File: src/rtl/dbg_trig_pkg.sv
package dbg_trig_pkg;
  localparam logic [11:0] A_SEL  = 12'h7A0;
  localparam logic [11:0] A_CTRL = 12'h7A1;
  localparam logic [11:0] A_ADDR = 12'h7A2;
  localparam logic [11:0] A_EXTR = 12'h7A3;
  localparam logic [11:0] A_INFO = 12'h7A4;

  localparam logic [3:0] TT_ADDR  = 4'd2;
  localparam logic [3:0] TT_ICNT  = 4'd3;
  localparam logic [3:0] TT_ADDR6 = 4'd6;

  localparam logic [7:0] INFO_VAL = 8'h44;

  function automatic logic size_ok(input logic [3:0] c);
    return (c == 4'd0) || (c == 4'd1) || (c == 4'd2) || (c == 4'd3) || (c == 4'd5);
  endfunction

  function automatic int mhs_lo(input int xlen);
    return (xlen == 64) ? 48 : 23;
  endfunction

  function automatic int mhv_lo(input int xlen);
    return (xlen == 64) ? 51 : 26;
  endfunction
endpackage

File: src/rtl/dbg_trig_legalize.sv
module dbg_trig_legalize
  import dbg_trig_pkg::*;
#(
  parameter int XLEN = 32
) (
  input  logic [XLEN-1:0] wdata_i,
  output logic [XLEN-1:0] ctrl_o,
  output logic            ctrl_ok_o,
  output logic [XLEN-1:0] extra_o
);
  localparam int MHS = mhs_lo(XLEN);
  localparam int MHV = mhv_lo(XLEN);

  logic [3:0]      wtype;
  logic [3:0]      size2, size6;
  logic [XLEN-1:0] c2, c6, c3;

  assign wtype = wdata_i[XLEN-1 -: 4];
  assign size6 = wdata_i[19:16];

  generate
    if (XLEN == 64) begin : g_x64
      assign size2 = {wdata_i[22:21], wdata_i[17:16]};
    end else begin : g_x32
      assign size2 = {2'b00, wdata_i[17:16]};
    end
  endgenerate

  always_comb begin
    c2 = '0;
    c2[XLEN-1 -: 4] = TT_ADDR;
    c2[6:0] = wdata_i[6:0] & 7'h5F;
    if (size_ok(size2)) begin
      c2[17:16] = size2[1:0];
      if (XLEN == 64) c2[22:21] = size2[3:2];
    end

    c6 = '0;
    c6[XLEN-1 -: 4] = TT_ADDR6;
    c6[24:23] = wdata_i[24:23];
    c6[6:0] = wdata_i[6:0] & 7'h5F;
    if (size_ok(size6)) c6[19:16] = size6;

    c3 = '0;
    c3[XLEN-1 -: 4] = TT_ICNT;
    c3[26:25] = wdata_i[26:25];
    c3[23:10] = wdata_i[23:10];
    c3[9]     = wdata_i[9];
    c3[7:6]   = wdata_i[7:6];
  end

  always_comb begin
    ctrl_ok_o = 1'b1;
    unique case (wtype)
      TT_ADDR:  ctrl_o = c2;
      TT_ADDR6: ctrl_o = c6;
      TT_ICNT:  ctrl_o = c3;
      default: begin
        ctrl_o    = '0;
        ctrl_ok_o = 1'b0;
      end
    endcase
  end

  always_comb begin
    extra_o = '0;
    extra_o[XLEN-1:MHV] = wdata_i[XLEN-1:MHV];
    extra_o[MHS+2]      = wdata_i[MHS+2];
  end
endmodule

File: src/rtl/dbg_trig_slot.sv
module dbg_trig_slot
  import dbg_trig_pkg::*;
#(
  parameter int XLEN = 32
) (
  input  logic            clk_i,
  input  logic            rst_ni,
  input  logic            we_ctrl_i,
  input  logic            ctrl_ok_i,
  input  logic [XLEN-1:0] ctrl_val_i,
  input  logic            we_addr_i,
  input  logic [XLEN-1:0] addr_val_i,
  input  logic            we_extr_i,
  input  logic [XLEN-1:0] extr_val_i,
  output logic [XLEN-1:0] ctrl_o,
  output logic [XLEN-1:0] addr_o,
  output logic [XLEN-1:0] extra_o
);
  localparam int MHS = mhs_lo(XLEN);
  localparam logic [XLEN-1:0] CTRL_RST = {TT_ADDR, {(XLEN-4){1'b0}}};

  logic [XLEN-1:0] ctrl_q, addr_q, extr_q;
  logic [3:0]      cur_type;

  assign cur_type = ctrl_q[XLEN-1 -: 4];

  always_ff @(posedge clk_i or negedge rst_ni) begin
    if (!rst_ni) begin
      ctrl_q <= CTRL_RST;
      addr_q <= '0;
      extr_q <= '0;
    end else begin
      if (we_ctrl_i && ctrl_ok_i)              ctrl_q <= ctrl_val_i;
      if (we_addr_i && cur_type != TT_ICNT)    addr_q <= addr_val_i;
      if (we_extr_i)                           extr_q <= extr_val_i;
    end
  end

  assign ctrl_o  = ctrl_q;
  assign addr_o  = addr_q;
  assign extra_o = extr_q;


  type_legal_chk: assert property (@(posedge clk_i) disable iff (!rst_ni)
    cur_type == TT_ADDR || cur_type == TT_ADDR6 || cur_type == TT_ICNT);

  bad_type_drop_chk: assert property (@(posedge clk_i) disable iff (!rst_ni)
    (we_ctrl_i && !ctrl_ok_i) |=> $stable(ctrl_q));

  dmode_zero_chk: assert property (@(posedge clk_i) disable iff (!rst_ni)
    ctrl_q[XLEN-5] == 1'b0);

  icnt_addr_hold_chk: assert property (@(posedge clk_i) disable iff (!rst_ni)
    (we_addr_i && cur_type == TT_ICNT) |=> $stable(addr_q));

  mhsel_fold_chk: assert property (@(posedge clk_i) disable iff (!rst_ni)
    extr_q[MHS+1:MHS] == 2'b00);
endmodule

File: src/rtl/dbg_trig_bank.sv
module dbg_trig_bank
  import dbg_trig_pkg::*;
#(
  parameter int XLEN     = 32,
  parameter int NUM_TRIG = 2
) (
  input  logic                     clk_i,
  input  logic                     rst_ni,
  input  logic [11:0]              csr_addr_i,
  input  logic                     csr_we_i,
  input  logic [XLEN-1:0]          csr_wdata_i,
  output logic [XLEN-1:0]          csr_rdata_o,
  output logic [NUM_TRIG*XLEN-1:0] trig_ctrl_o,
  output logic [NUM_TRIG*XLEN-1:0] trig_addr_o,
  output logic [NUM_TRIG*XLEN-1:0] trig_extra_o
);
  localparam int SEL_W = (NUM_TRIG > 1) ? $clog2(NUM_TRIG) : 1;

  logic [SEL_W-1:0] sel_q;
  logic [XLEN-1:0]  ctrl_leg, extr_leg;
  logic             ctrl_ok;
  logic             sel_wr;
  logic [XLEN-1:0]  ctrl_a  [NUM_TRIG];
  logic [XLEN-1:0]  addr_a  [NUM_TRIG];
  logic [XLEN-1:0]  extr_a  [NUM_TRIG];

  assign sel_wr = csr_we_i && csr_addr_i == A_SEL;

  always_ff @(posedge clk_i or negedge rst_ni) begin
    if (!rst_ni) sel_q <= '0;
    else if (sel_wr && csr_wdata_i < XLEN'(NUM_TRIG)) sel_q <= csr_wdata_i[SEL_W-1:0];
  end

  dbg_trig_legalize #(.XLEN(XLEN)) u_leg (
    .wdata_i   (csr_wdata_i),
    .ctrl_o    (ctrl_leg),
    .ctrl_ok_o (ctrl_ok),
    .extra_o   (extr_leg)
  );

  for (genvar i = 0; i < NUM_TRIG; i++) begin : g_slot
    logic hit;
    assign hit = csr_we_i && (sel_q == SEL_W'(i));
    dbg_trig_slot #(.XLEN(XLEN)) u_slot (
      .clk_i      (clk_i),
      .rst_ni     (rst_ni),
      .we_ctrl_i  (hit && csr_addr_i == A_CTRL),
      .ctrl_ok_i  (ctrl_ok),
      .ctrl_val_i (ctrl_leg),
      .we_addr_i  (hit && csr_addr_i == A_ADDR),
      .addr_val_i (csr_wdata_i),
      .we_extr_i  (hit && csr_addr_i == A_EXTR),
      .extr_val_i (extr_leg),
      .ctrl_o     (ctrl_a[i]),
      .addr_o     (addr_a[i]),
      .extra_o    (extr_a[i])
    );
    assign trig_ctrl_o[i*XLEN +: XLEN]  = ctrl_a[i];
    assign trig_addr_o[i*XLEN +: XLEN]  = addr_a[i];
    assign trig_extra_o[i*XLEN +: XLEN] = extr_a[i];
  end

  always_comb begin
    unique case (csr_addr_i)
      A_SEL:   csr_rdata_o = XLEN'(sel_q);
      A_CTRL:  csr_rdata_o = ctrl_a[sel_q];
      A_ADDR:  csr_rdata_o = addr_a[sel_q];
      A_EXTR:  csr_rdata_o = extr_a[sel_q];
      A_INFO:  csr_rdata_o = XLEN'(INFO_VAL);
      default: csr_rdata_o = '0;
    endcase
  end


  sel_range_chk: assert property (@(posedge clk_i) disable iff (!rst_ni)
    int'(sel_q) < NUM_TRIG);

  sel_ignore_chk: assert property (@(posedge clk_i) disable iff (!rst_ni)
    (sel_wr && csr_wdata_i >= XLEN'(NUM_TRIG)) |=> $stable(sel_q));
endmodule

File: config.mk
export PLATFORM = sky130hd
export DESIGN_NAME = dbg_trig_bank
export DESIGN_NICKNAME = d
export VERILOG_FILES = /design/src/rtl/dbg_trig_pkg.sv /design/src/rtl/dbg_trig_legalize.sv /design/src/rtl/dbg_trig_slot.sv /design/src/rtl/dbg_trig_bank.sv
export SDC_FILE = /design/constraint.sdc
export NUM_CORES = 1
export LEC_CHECK = 0
export CORE_ASPECT_RATIO = 0.5
export CORE_UTILIZATION = 48
export DETAILED_ROUTE_END_ITERATION = 8
export PLACE_DENSITY = 0.87
export SKIP_LAST_GASP = 1
export SLEW_MARGIN = 20
export SYNTH_ARGS = -nofsm -noshare
export SYNTH_HDL_FRONTEND = slang
export SYNTH_SLANG_ARGS = --single-unit
File: constraint.sdc
create_clock -name clk_i -period 3.9 [get_ports clk_i]
set_clock_uncertainty 0.05 [all_clocks]
set_input_delay 0.78 -clock clk_i [delete_from_list [all_inputs] [get_ports clk_i]]
set_output_delay 0.78 -clock clk_i [all_outputs]
set_load 0.02 [all_outputs]
==> flow_summary_export.csv <==
group,metric,value,unit
run_status,status,"finished clean",
finish,mostFrequentLayoutCells,"202 x clkdlybuf4s50_1, 132 x dfrtp_1, 124 x mux2_2",
finish,fillerInstances,939,
power,p_per_area,332,nW/µm²
setup_path,startpoint_type,"primary input",
die,die_x,173,µm
clock_network,numCtsBuffers,17,
clock_network,clockBufferDepth,2,
setup_path,crit_path_start,"csr_addr_i[10]",
synth,ys_ff_latch,135,
finish,area_growth,40.0,%
setup_path,path_cells,"clkdlybuf4s50_1, nand4b_2, nor4_2, nand2_1, buf_12, o22ai_1, clkdlybuf4s50_1",
clock_network,insertion_delay,0.41,ns
route,vias_per_cell,5.60,
route,dr.pass1.iters,5,
setup_path,cp_slowest_cell,"clkdlybuf4s50_1",
die,boundaryPins,271,
finish,diodes,0,
timing,fin_crit,3.87,ns
route,drt_iter0_drc,328,
route,drt.antenna.violating_nets,0,
clock_network,postCtsHoldBufs,0,
timing,drv_slew,0,
timing,finalSetupViolCount,0,
global_route,antenna_found_initial,0,
timing,maxSlewHeadroom,0.400,
placed_design,place.gp.congestion,0.832,
finish,final_common_cell,"clkdlybuf4s50_1",
synth,yosys.area.top_type_share,0.474,
power,p_leak,4.47,nW
route,wl_per_cell,22.2,µm
placed_design,place_ws,-0.0273,ns
timing,hold_ws,0.325,ns
route,drc_errors,0,
synth,ys_seq_area_frac,0.482,
global_route,grt_max_degree,73,
flow_run,maxCapViolCount,0,
global_route,overflow,0,
synth,syn_inst,543,
synth,yosys-top-cells-area,"dfrtp_1 47%, mux2_2 20%, mux2i_1 8.7%",
timing,post-route-period-util,0.993,
clock_network,cts_root_buf,"clkbuf_16",
die,core_area,13900,µm²
clock_network,path_clk_slew,0.06,ns
placed_design,portBuffers,212,
power,p_total,0.00326,W
die,row_count,30,
finish,layout.nets,811,
setup_path,path_class,"primary input to primary output",
clock_network,cts_sinks,135,
global_route,grt_pass1_wl,32400,µm
finish,layout.cells.non_filler,969,
setup_path,reg2reg_from,"sel_q",
die,start_util,0.505,
route,drt_wl_total,21500,µm
global_route,track_usage,0.282,
power,max-vdd-ir-drop,0.244,mV
synth,yosysWarnings,0,
timing,hold_viol_final,0,
setup_path,critPathTopFamily,"buffers and inverters",
clock_network,ctsHtreeMaxLevel,4,
clock_network,cts_tree,"built",
timing,timing.setup.tns,0,ns
setup_path,crit_required,3.07,ns
finish,drive_above_1_share,0.251,
die,die_y,87.5,µm
setup_path,critPathMostFrequentCell,"clkdlybuf4s50_1",
setup_path,cpPeakStageDelay,0.65,ns
min_path,hp-class,"primary input to async pin",
global_route,grt_pass1_vias,5732,
synth,syn_area_per_cell,12.9,µm²
placed_design,numPlacedInstances,936,
timing,worst_pin_slew,0.900,ns
timing,rsz0062_at_grt,"yes",
setup_path,worstSetupEndpointType,"primary output",
synth,yosysTopAreaCell,"dfrtp_1",
setup_path,crit_path_max_fanout,25,
placed_design,hpwlAfterDp,14400,µm
setup_path,arrival,3.04,ns
timing,fin_ws,0.0260,ns
die,fp.dieArea,15100,µm²
synth,netlist_area,7020,µm²
timing,fmaxAchievable,258,MHz
setup_path,worst-path-buf-inv,3,
synth,synth_cell_type_count,42,
route,vias,5430,
==> cells in the mapped netlist (all sizes together) <==
master,number
nand4bb,1
nor2b,6
dfstp,2
mux2,138
o211a,1
o22ai,22
nand3,8
inv,5
a21oi,2
nand4,6
nor4bb,2
nor3,3
and2,21
o221ai,5
buf,82
clkbuf,4
nor4,6
nand2,4
a211o,1
and4,2
a31oi,4
o21ai,5
dfrtp,133
and3,2
a2111oi,2
nand2b,5
conb,1
nand4b,1
o21a,1
nor4b,1
mux2i,61
nor2,6
==> layout make-up <==
cell class	instances	area (µm²)	area share
clock buffers	20	457	0.0465
multi-input cells	374	3250	0.331
repair buffers	231	2320	0.236
clock inverters	12	151	0.0154
well taps	192	240	0.0245
flip-flops and latches	135	3380	0.345
inverters	5	18.8	0.00191
==> path summary, 6_finish.rpt <==
| path | to | depth (start not counted) | slack (ns) |
|---|---|---|---|
| setup / recovery | csr_rdata_o[20] | 7 | 0.03 |
| hold / removal | g_slot[0].u_slot.addr_o[22] | 1 | 0.32 |
| setup reg to reg | g_slot[1].u_slot.ctrl_o[23] | 4 | 1.04 |
| hold reg to reg | g_slot[0].u_slot.addr_o[10] | 1 | 0.47 |
| max in group asynchronous | g_slot[0].u_slot.addr_o[7] | 2 | 2.69 |
| min in group clk_i | g_slot[0].u_slot.addr_o[10] | 1 | 0.47 |
==> state kept, by name, indices dropped and copies added, names as in the netlist <==
| signal | cells |
|---|---|
| g_slot.u_slot.addr_o | 64 |
| g_slot.u_slot.ctrl_o | 56 |
| g_slot.u_slot.extra_o | 14 |
| sel_q | 1 |
==> kinds of logic (layout without fill, tap and decap cells) <==
| kind of cell | after synthesis | in the layout | synth area share |
|---|---|---|---|
| AOI/OAI and AO/OA | 43 | 43 | 0.0460 |
| DFF | 135 | 135 | 0.482 |
| and+or+nand+nor | 74 | 74 | 0.0726 |
| buffers and inverters | 91 | 268 | 0.0875 |
| muxes | 199 | 199 | 0.312 |
| other | 1 | 58 | 0.000534 |
==> worst reg2reg max path, stage by stage, from the launching register on <==
cell	delay [ns]
dfrtp_4	1.01
inv_1	0.22
a2111oi_4	0.39
nand4_4	0.56
mux2_2	0.52
==> metrics by stage <==
| step | instance area (µm²) | utilization |
|---|---|---|
| after floorplan | 7230 | - |
| after global placement | 9190 | 0.662 |
| after CTS | 9810 | 0.706 |
| final | 9820 | 0.707 |
| after global routing | 9820 | 0.707 |
| after detailed placement | 9190 | 0.662 |
==> repair_timing <==
item                                   4_1_cts  5_1_grt
cloned                                       0        0
setup buffers                                1        0
pin swaps                                    1        0
endpoints found under the hold margin        0        0
setup endpoints to repair                    4       17
resized for setup                            2        7
==> power breakdown <==
group	switching, W	leakage, nW	internal [W]
logic	0.000137	2.29	0.0000634
clock network	0.000619	0.296	0.00104
registers	0.00000153	1.88	0.00140
==> layer usage <==
layer	vias to the layer above	track usage	share of wire
met5	-	0	0
met2	232	0.507	0.52
met4	0	0.126	0.022
met1	2863	0.339	0.40
met3	41	0.0519	0.056
li1	2294	-	-
(Power assumes the default switching activity.)
